$ cat config.mk
export PLATFORM = sky130hd
export DESIGN_NAME = card_xfer_engine
export DESIGN_NICKNAME = d
export VERILOG_FILES = /design/src/rtl/card_xfer_engine.sv
export SDC_FILE = /design/constraint.sdc
export NUM_CORES = 1
export LEC_CHECK = 0
export BUFFER_PORTS_ARGS = -buffer_cell sky130_fd_sc_hd__buf_4
export CAP_MARGIN = 40
export CORE_ASPECT_RATIO = 1.25
export CORE_MARGIN = 4
export CORE_UTILIZATION = 40
export DETAILED_ROUTE_END_ITERATION = 8
export MAX_ROUTING_LAYER = met4
export PLACE_DENSITY = 0.65
export SYNTH_ARGS = -nofsm -noshare
export SYNTH_HDL_FRONTEND = slang
export SYNTH_SLANG_ARGS = --single-unit
$ cat constraint.sdc
create_clock -name clk -period 4.25 [get_ports clk]
set_input_delay 0.85 -clock clk [delete_from_list [all_inputs] [get_ports clk]]
set_output_delay 0.85 -clock clk [all_outputs]
set_load 0.05 [all_outputs]
$ cat src/rtl/card_xfer_engine.sv
module card_xfer_engine #(
  parameter int DEPTH  = 32,
  parameter int LEN_W  = 12,
  parameter int NBLK_W = 8,
  localparam int PTR_W = $clog2(DEPTH)
) (
  input  logic              clk,
  input  logic              rst_n,
  input  logic              start,
  input  logic              dir_rd,
  input  logic [LEN_W-1:0]  blk_len,
  input  logic [NBLK_W-1:0] blk_num,
  input  logic [PTR_W-1:0]  af_level,
  input  logic              card_rx_valid,
  input  logic [7:0]        card_rx_data,
  output logic              card_rx_ready,
  output logic              card_tx_valid,
  output logic [7:0]        card_tx_data,
  input  logic              card_tx_ready,
  input  logic              host_push,
  input  logic [15:0]       host_wdata,
  input  logic              host_pop,
  output logic [15:0]       host_rdata,
  output logic [PTR_W:0]    fifo_level,
  output logic              busy,
  output logic              xfer_done
);

  logic [15:0]       mem [DEPTH];
  logic [PTR_W-1:0]  rd_ptr, wr_ptr;
  logic [PTR_W:0]    level;
  logic              busy_q, dir_q, half_q, done_q;
  logic [7:0]        lo_q;
  logic [LEN_W-1:0]  len_q, len_rl;
  logic [NBLK_W-1:0] blk_q;

  wire rd_mode  = busy_q & dir_q;
  wire wr_mode  = busy_q & ~dir_q;
  wire rx_fire  = card_rx_valid & card_rx_ready;
  wire tx_fire  = card_tx_valid & card_tx_ready;
  wire byte_go  = rx_fire | tx_fire;
  wire blk_last = (len_q == LEN_W'(1));
  wire empty    = (level == '0);
  wire full     = (level == (PTR_W+1)'(DEPTH));

  wire eng_push = rx_fire & (half_q | blk_last);
  wire eng_pop  = tx_fire & (half_q | blk_last);
  wire h_push   = host_push & ~rd_mode & ~full;
  wire h_pop    = host_pop & ~wr_mode & ~empty;
  wire do_push  = eng_push | h_push;
  wire do_pop   = eng_pop | h_pop;

  wire [15:0] push_word = eng_push ? (half_q ? {card_rx_data, lo_q} : {8'h00, card_rx_data})
                                   : host_wdata;

  assign card_rx_ready = rd_mode & (half_q | (level <= {1'b0, af_level}));
  assign card_tx_valid = wr_mode & ~empty;
  assign host_rdata    = mem[rd_ptr];
  assign card_tx_data  = half_q ? host_rdata[15:8] : host_rdata[7:0];
  assign fifo_level    = level;
  assign busy          = busy_q;
  assign xfer_done     = done_q;

  always_ff @(posedge clk) begin
    if (do_push) mem[wr_ptr] <= push_word;
  end

  always_ff @(posedge clk or negedge rst_n) begin
    if (!rst_n) begin
      rd_ptr <= '0;
      wr_ptr <= '0;
      level  <= '0;
    end else begin
      if (do_push) wr_ptr <= wr_ptr + 1'b1;
      if (do_pop)  rd_ptr <= rd_ptr + 1'b1;
      case ({do_push, do_pop})
        2'b10:   level <= level + 1'b1;
        2'b01:   level <= level - 1'b1;
        default: level <= level;
      endcase
    end
  end

  always_ff @(posedge clk or negedge rst_n) begin
    if (!rst_n) begin
      busy_q <= 1'b0;
      dir_q  <= 1'b0;
      half_q <= 1'b0;
      done_q <= 1'b0;
      lo_q   <= '0;
      len_q  <= '0;
      len_rl <= '0;
      blk_q  <= '0;
    end else begin
      done_q <= 1'b0;
      if (start && !busy_q) begin
        if (blk_len == '0 || blk_num == '0) begin
          done_q <= 1'b1;
        end else begin
          busy_q <= 1'b1;
          dir_q  <= dir_rd;
          half_q <= 1'b0;
          len_q  <= blk_len;
          len_rl <= blk_len;
          blk_q  <= blk_num;
        end
      end else if (byte_go) begin
        if (rx_fire && !half_q) lo_q <= card_rx_data;
        if (blk_last) begin
          half_q <= 1'b0;
          len_q  <= len_rl;
          blk_q  <= blk_q - 1'b1;
          if (blk_q == NBLK_W'(1)) begin
            busy_q <= 1'b0;
            done_q <= 1'b1;
          end
        end else begin
          half_q <= ~half_q;
          len_q  <= len_q - 1'b1;
        end
      end
    end
  end

endmodule


* Yosys cells after proc, flatten, opt, wreduce, memory -nomap -nowiden
Memory sizes are Yosys's and may differ from the RTL's.
Index checks and enable logic that the tools add are counted.
** Word-level totals
- RAM bits :: 512
- Input port bits :: 57
- Output and inout port bits :: 34
- Memories kept :: 1
- Flip-flop bits (word level) :: 60
** Operators by class
- Order comparisons :: 1
- $add $sub $neg :: 6
- Mux-type cells :: 28
- Reduce and logical (&&, ||, !) cells :: 17
- Bitwise logic cells :: 25
- Equal/unequal tests :: 6
** Memories
- mem :: words 32, bits a word 16, rd ports 1, clocked after Yosys merged registers in 0, wr ports 1, line 29 : logic [15:0] mem [DEPTH];
** Operator list (number)
- $mux W12 :: 4
- $mux W8 :: 5
- $mux W16 :: 2
- $mux W1 :: 16
- $and A1 B1 Y1 :: 12
- $eq A12 B1 Y1 const B :: 1
- $logic_not A12 Y1 :: 1
- $pmux W6 S2 :: 1
- $sub A12 B1 Y12 const B :: 1
- $add A5 B1 Y5 const B :: 2
- $eq A8 B1 Y1 const B :: 1
- $logic_not A8 Y1 :: 1
- $not A1 Y1 :: 8
- $reduce_bool A2 Y1 :: 4
- $sub A8 B1 Y8 const B :: 1
- $add A6 B1 Y6 const B :: 1
- $eq A6 B6 Y1 const B :: 1
- $le A6 B5 Y1 :: 1
- $logic_not A6 Y1 :: 1
- $reduce_and A3 Y1 :: 2
- $sub A6 B1 Y6 const B :: 1
- $or A1 B1 Y1 :: 5
- $reduce_and A2 Y1 :: 2
- $reduce_and A4 Y1 :: 1
- other kinds (6) :: 8

* Longest topological paths before layout
- Word-level depth :: 8
- Mapped depth :: 15
- Depth with buffers taken out :: 15

* Worst setup path after synthesis
No wires, ideal clock.
- Path kind :: reg-to-output
- From :: reg rd_ptr[3]
- To :: out card_tx_data[5]
- Buffers on the path :: 3
- Path slack :: -0.094 ns
- Cell stages (with the launch flop) :: 8
- Data arrival time :: 3.494 ns
- Path through :: dfrtp_1 > buf_2 > or3b_2 > clkbuf_1 > clkbuf_1 > o22ai_1 > nor4_1 > mux2_2
** On the way
- Longest elaborated chain between the ends :: 2
** Ends and longest elaborated chain
- from (decl) :: line 30 : logic [PTR_W-1:0] rd_ptr, wr_ptr;
- from (signal assigned) :: line 75 : if (do_pop) rd_ptr <= rd_ptr + 1'b1;
- $mem_v2 Z32 W16
- via host_rdata[13] :: line 23 : output logic [15:0] host_rdata,
- $mux W8 :: line 59 : assign card_tx_data = half_q ? host_rdata[15:8] : host_rdata[7:0];
- to (decl) :: line 18 : output logic [7:0] card_tx_data,
The timed path passes the listed nets, and every way through them passes these cells.

* Worst setup path after layout
- From :: reg rd_ptr[2]
- To :: out card_tx_data[5]
** On the way
- Longest elaborated chain between the ends :: 2
** Ends and longest elaborated chain (line)
- $mem_v2 Z32 W16
- $mux W8 :: 59
Every way passes these cells.

==> metrics.md <==
| Metric | Value |
|---|---|
| DPL Wire Length | approximately 34 mm |
| Ys Warns | 0 |
| Critical Path RT | 3.40 ns |
| WS Path Type | reg2out |
| Vias per inst | between 5 and 6 |
| Peak supply drop | about 1100 uV |
| Post-CTS sizing | 0 |
| Setup Skew | roughly 0.02 ns |
| Placed inst area | ~0.025 mm^2 |
| Actual slew at the worst max-slew pin | approximately 0.8 ns |
| P_int | 12.28 mW |
| Cell Pwr Density | between 700 and 800 mW/mm^2 |
| Die width | between 200 and 250 um |
| Vias in the first global route | around 13000 |
| Worst R2R Path Depth | 13 |
| Critical-path cell list | buf_12 > mux4_2 > o22ai_1 > nor4_2 > mux2_2 > buf_4 |
| Clock transition at path regs | 0.06 ns |
| RR Endpoint | fifo_level[5]$_DFFE_PN0P_ |
| H-Tree Depth | 2 |
| Largest net degree at the start of global routing | a little over 60 |
| Startpoint types | flip-flop |
| Fillers | 4832 |
| Critical Path Stages | 6 |
| # IOs | slightly above 90 |
| Finish-stage setup viols | 0 |
| First-pass DRT Iterations | 5 |
| Critical Path AT | approximately 3.1 ns |
| Status | finished clean |
| Tightest Hold Check Type | in2async |
| Crit Reg-Reg Startpoint | len_q[0]$_DFFE_PN0P_ |
| Number of synthesized flops with an enable pin | between 500 and 600 |
| Fin Setup TNS | 0 ns |
| Max Slew Vio Count | 0 |
| Overall routing resource usage | 0.1770 |
| Final Hold Viols | 0 |
| Worst-Skew Late Latency | approximately 0.6 ns |
| Die Area | between 0.06 and 0.07 mm^2 |
| CP top delay family | flip-flops |
| Register area | roughly 0.017 mm^2 |
| Leak Pwr | just under 9 nW |
| Global route overflow | 0 |
| Iter 0 DRT Violations | ~870 |
| Rows | slightly below 100 |
| Crit Path Max Fanout | 30 |
| Hold_buf cts | 0 |
| Logic pwr share | 0.372 |
| First-pass GRT wire length | ~81 mm |
| Finished Cell Area | 0.02688 mm^2 |
| CTS tree | yes |
| Tcrit/Tclk final | 0.9277 |
| Die Height | between 200 and 300 um |
| Post-Syn Area per Cell | approximately 19 um^2 |
| Cts bufs inserted | 55 |
| Hold slack final | about 0.34 ns |
| Gp weighted congestion | between 0.8 and 0.9 |
| Clk pwr share | 0.246 |
| NetSw | between 6 and 7 mW |
| Area delta synth->final | 16.53% |
| Multi-input gate area | around 0.006 mm^2 |
| Post-CTS Repair Setup Buffers | 0 |
| MaxCap Viol Count | 0 |
| Minimum clock period | between 3 and 4 ns |
| Core ar. | 0.05714 mm^2 |
| Wire per inst | roughly 25 um |
| Reg2reg setup slack | 0.78 ns |
| Final worst slack | 0.3073 ns |
| PortBufs | 90 |
| Routed vias | ~12000 |
| DRT Wirelength | between 50 and 60 mm |
| Fraction of the yosys area taken by sequential cells | 0.7317 |
| Max Fclk | 253.6 MHz |
| Reg power frac | 0.383 |
| Critical-path cell with the highest stage delay | dfrtp_4 |
| Initial antenna violation count | 0 |
| RSZ-0062 raised after global routing | no |
| Slew HR | 0.4515 |
| Root Buffer | clkbuf_16 |
| CP peak stage delay | 0.80 ns |
| Crit path buffers/inverters | 2 |
| Ys flop type | edfxtp_1 |
| Area of the mapped netlist | 0.02307 mm^2 |
| Layout cell share with drive strength beyond 1 | 0.3159 |
| Critical path capture point type | output port |
| Synthesized flop and latch total | 572 |
| Routed Antenna Nets | 0 |
| Final layout net count | approximately 1400 |
| Pre-CTS WS | roughly 0.39 ns |
| Async set or reset register ratio after synthesis | 0.1049 |
| Clock Path Buffers | 3 |
| Initial Utilization | 0.4037 |
| Switching fraction of total power | 0.3539 |
| Synth Instances | between 1000 and 1500 |
| N_diodes | 0 |
| Synth cell types | 66 |
| Synthesized Nets | 1292 |
| DRC Markers | 0 |
| CTS sink count | about 570 |
-- metal layers --
| layer | part of all wire | vias up | global-route usage |
|---|---|---|---|
| met1 | 0.43 | 6402 | 0.2357 |
| met2 | 0.49 | 359 | 0.2857 |
| met4 | 0.027 | 0 | 0.04806 |
| li1 | - | 5307 | - |
| met5 | 0 | - | - |
| met3 | 0.055 | 83 | 0.03005 |
-- stage by stage --
stage,std cells,total power [mW],utilization
6_report,2162,19.00,0.4704
5_1_grt,2162,19.89,0.4704
4_1_cts,2158,19.18,0.4697
3_5_place_dp,2060,14.51,0.4402
3_3_place_gp,2058,14.37,0.4394
2_1_floorplan,1215,12.26,-
-- final cells by class --
| cell class | count | share of cell area |
|---|---|---|
| timing repair buffer | 165 | 0.05130 |
| multi-input combinational | 558 | 0.2203 |
| inverter | 19 | 0.002653 |
| clock inverter | 25 | 0.009030 |
| tap | 750 | 0.03491 |
| clock buffer | 73 | 0.05372 |
| sequential | 572 | 0.6281 |
-- cell families (layout without fill, tap and decap cells) --
group	count (synthesis)	in the layout	synth area share
AO/OA/AOI/OAI	163	163	0.04682
XOR/XNOR	19	19	0.007215
adder cells (fa/ha/maj)	20	20	0.01117
buffers and inverters	85	282	0.01665
flip-flops	572	572	0.7317
multiplexers	170	170	0.1455
AND/OR/NAND/NOR	186	186	0.04101
-- power groups by stage --
stage	Combinational [mW]	Sequential (mW)	Clock (mW)
2_1_floorplan	5.04	7.22	0
3_3_place_gp	6.97	7.39	0
3_5_place_dp	7.09	7.42	0
4_1_cts	7.11	7.31	4.77
5_1_grt	7.55	7.33	5.01
6_report	7.06	7.27	4.67
-- flip-flops by register name, indices dropped and copies added, names as in the netlist, 5 cells and up --
name	flops
blk_q	8
fifo_level	6
len_q	12
len_rl	12
lo_q	8
mem	512
rd_ptr	5
wr_ptr	5
-- cell usage after synthesis, drive strengths merged, types with 2 or more instances --
library cell  number  area share
o22ai             71       0.019
nor4              27      0.0080
a22o               9      0.0034
a211oi             5      0.0016
ha                19       0.010
nor3b              2     0.00065
nand4              5      0.0014
buf               31      0.0079
or3b               3      0.0011
xor2               7      0.0027
a21o               2     0.00065
nand2             48      0.0079
a311oi             2     0.00076
mux2              42       0.021
nor2              57      0.0093
nand3             13      0.0033
xnor2             12      0.0046
nand2b             2     0.00054
nor3               9      0.0022
and3               2     0.00060
o41ai              2     0.00076
mux4             128        0.12
a21oi             30      0.0067
o21ai             19      0.0043
o22a               2     0.00076
dfrtp             60       0.065
nor2b              2     0.00054
nand3b             6      0.0020
or4                4      0.0014
o31ai              3      0.0016
inv               19      0.0031
edfxtp           512        0.67
or3                3     0.00081
a31oi              4      0.0017
clkbuf            35      0.0057
-- cell usage in the layout, fill, tap and decap left out, types with 5 or more instances in the layout --
cell type	instances
a211oi_1	5
a21oi_1	29
a22o_1	9
buf_12	9
buf_4	154
clkbuf_1	18
clkbuf_16	55
clkinv_1	8
clkinv_2	8
dfrtp_1	58
edfxtp_1	512
ha_1	19
inv_1	18
mux2_2	42
mux4_2	128
nand2_1	47
nand3_1	11
nand3b_1	6
nand4_1	5
nor2_1	57
nor3_1	5
nor4_1	10
nor4_2	16
o21ai_0	18
o22ai_1	71
xnor2_1	12
xor2_1	7
-- how the worst max path moves through the flow --
| stage | startpoint | endpoint |
|---|---|---|
| 2_1_floorplan | af_level[1] | mem[14][0]$_DFFE_PP_ |
| 3_3_place_gp | af_level[1] | fifo_level[5]$_DFFE_PN0P_ |
| 3_5_place_dp | af_level[4] | fifo_level[5]$_DFFE_PN0P_ |
| 4_1_cts | rd_ptr[1]$_DFFE_PN0P_ | card_tx_data[6] |
| 5_1_grt | rd_ptr[2]$_DFFE_PN0P_ | card_tx_data[5] |
| 6_report | rd_ptr[2]$_DFFE_PN0P_ | card_tx_data[5] |
Note: power is estimated with default switching activity, not from simulation.
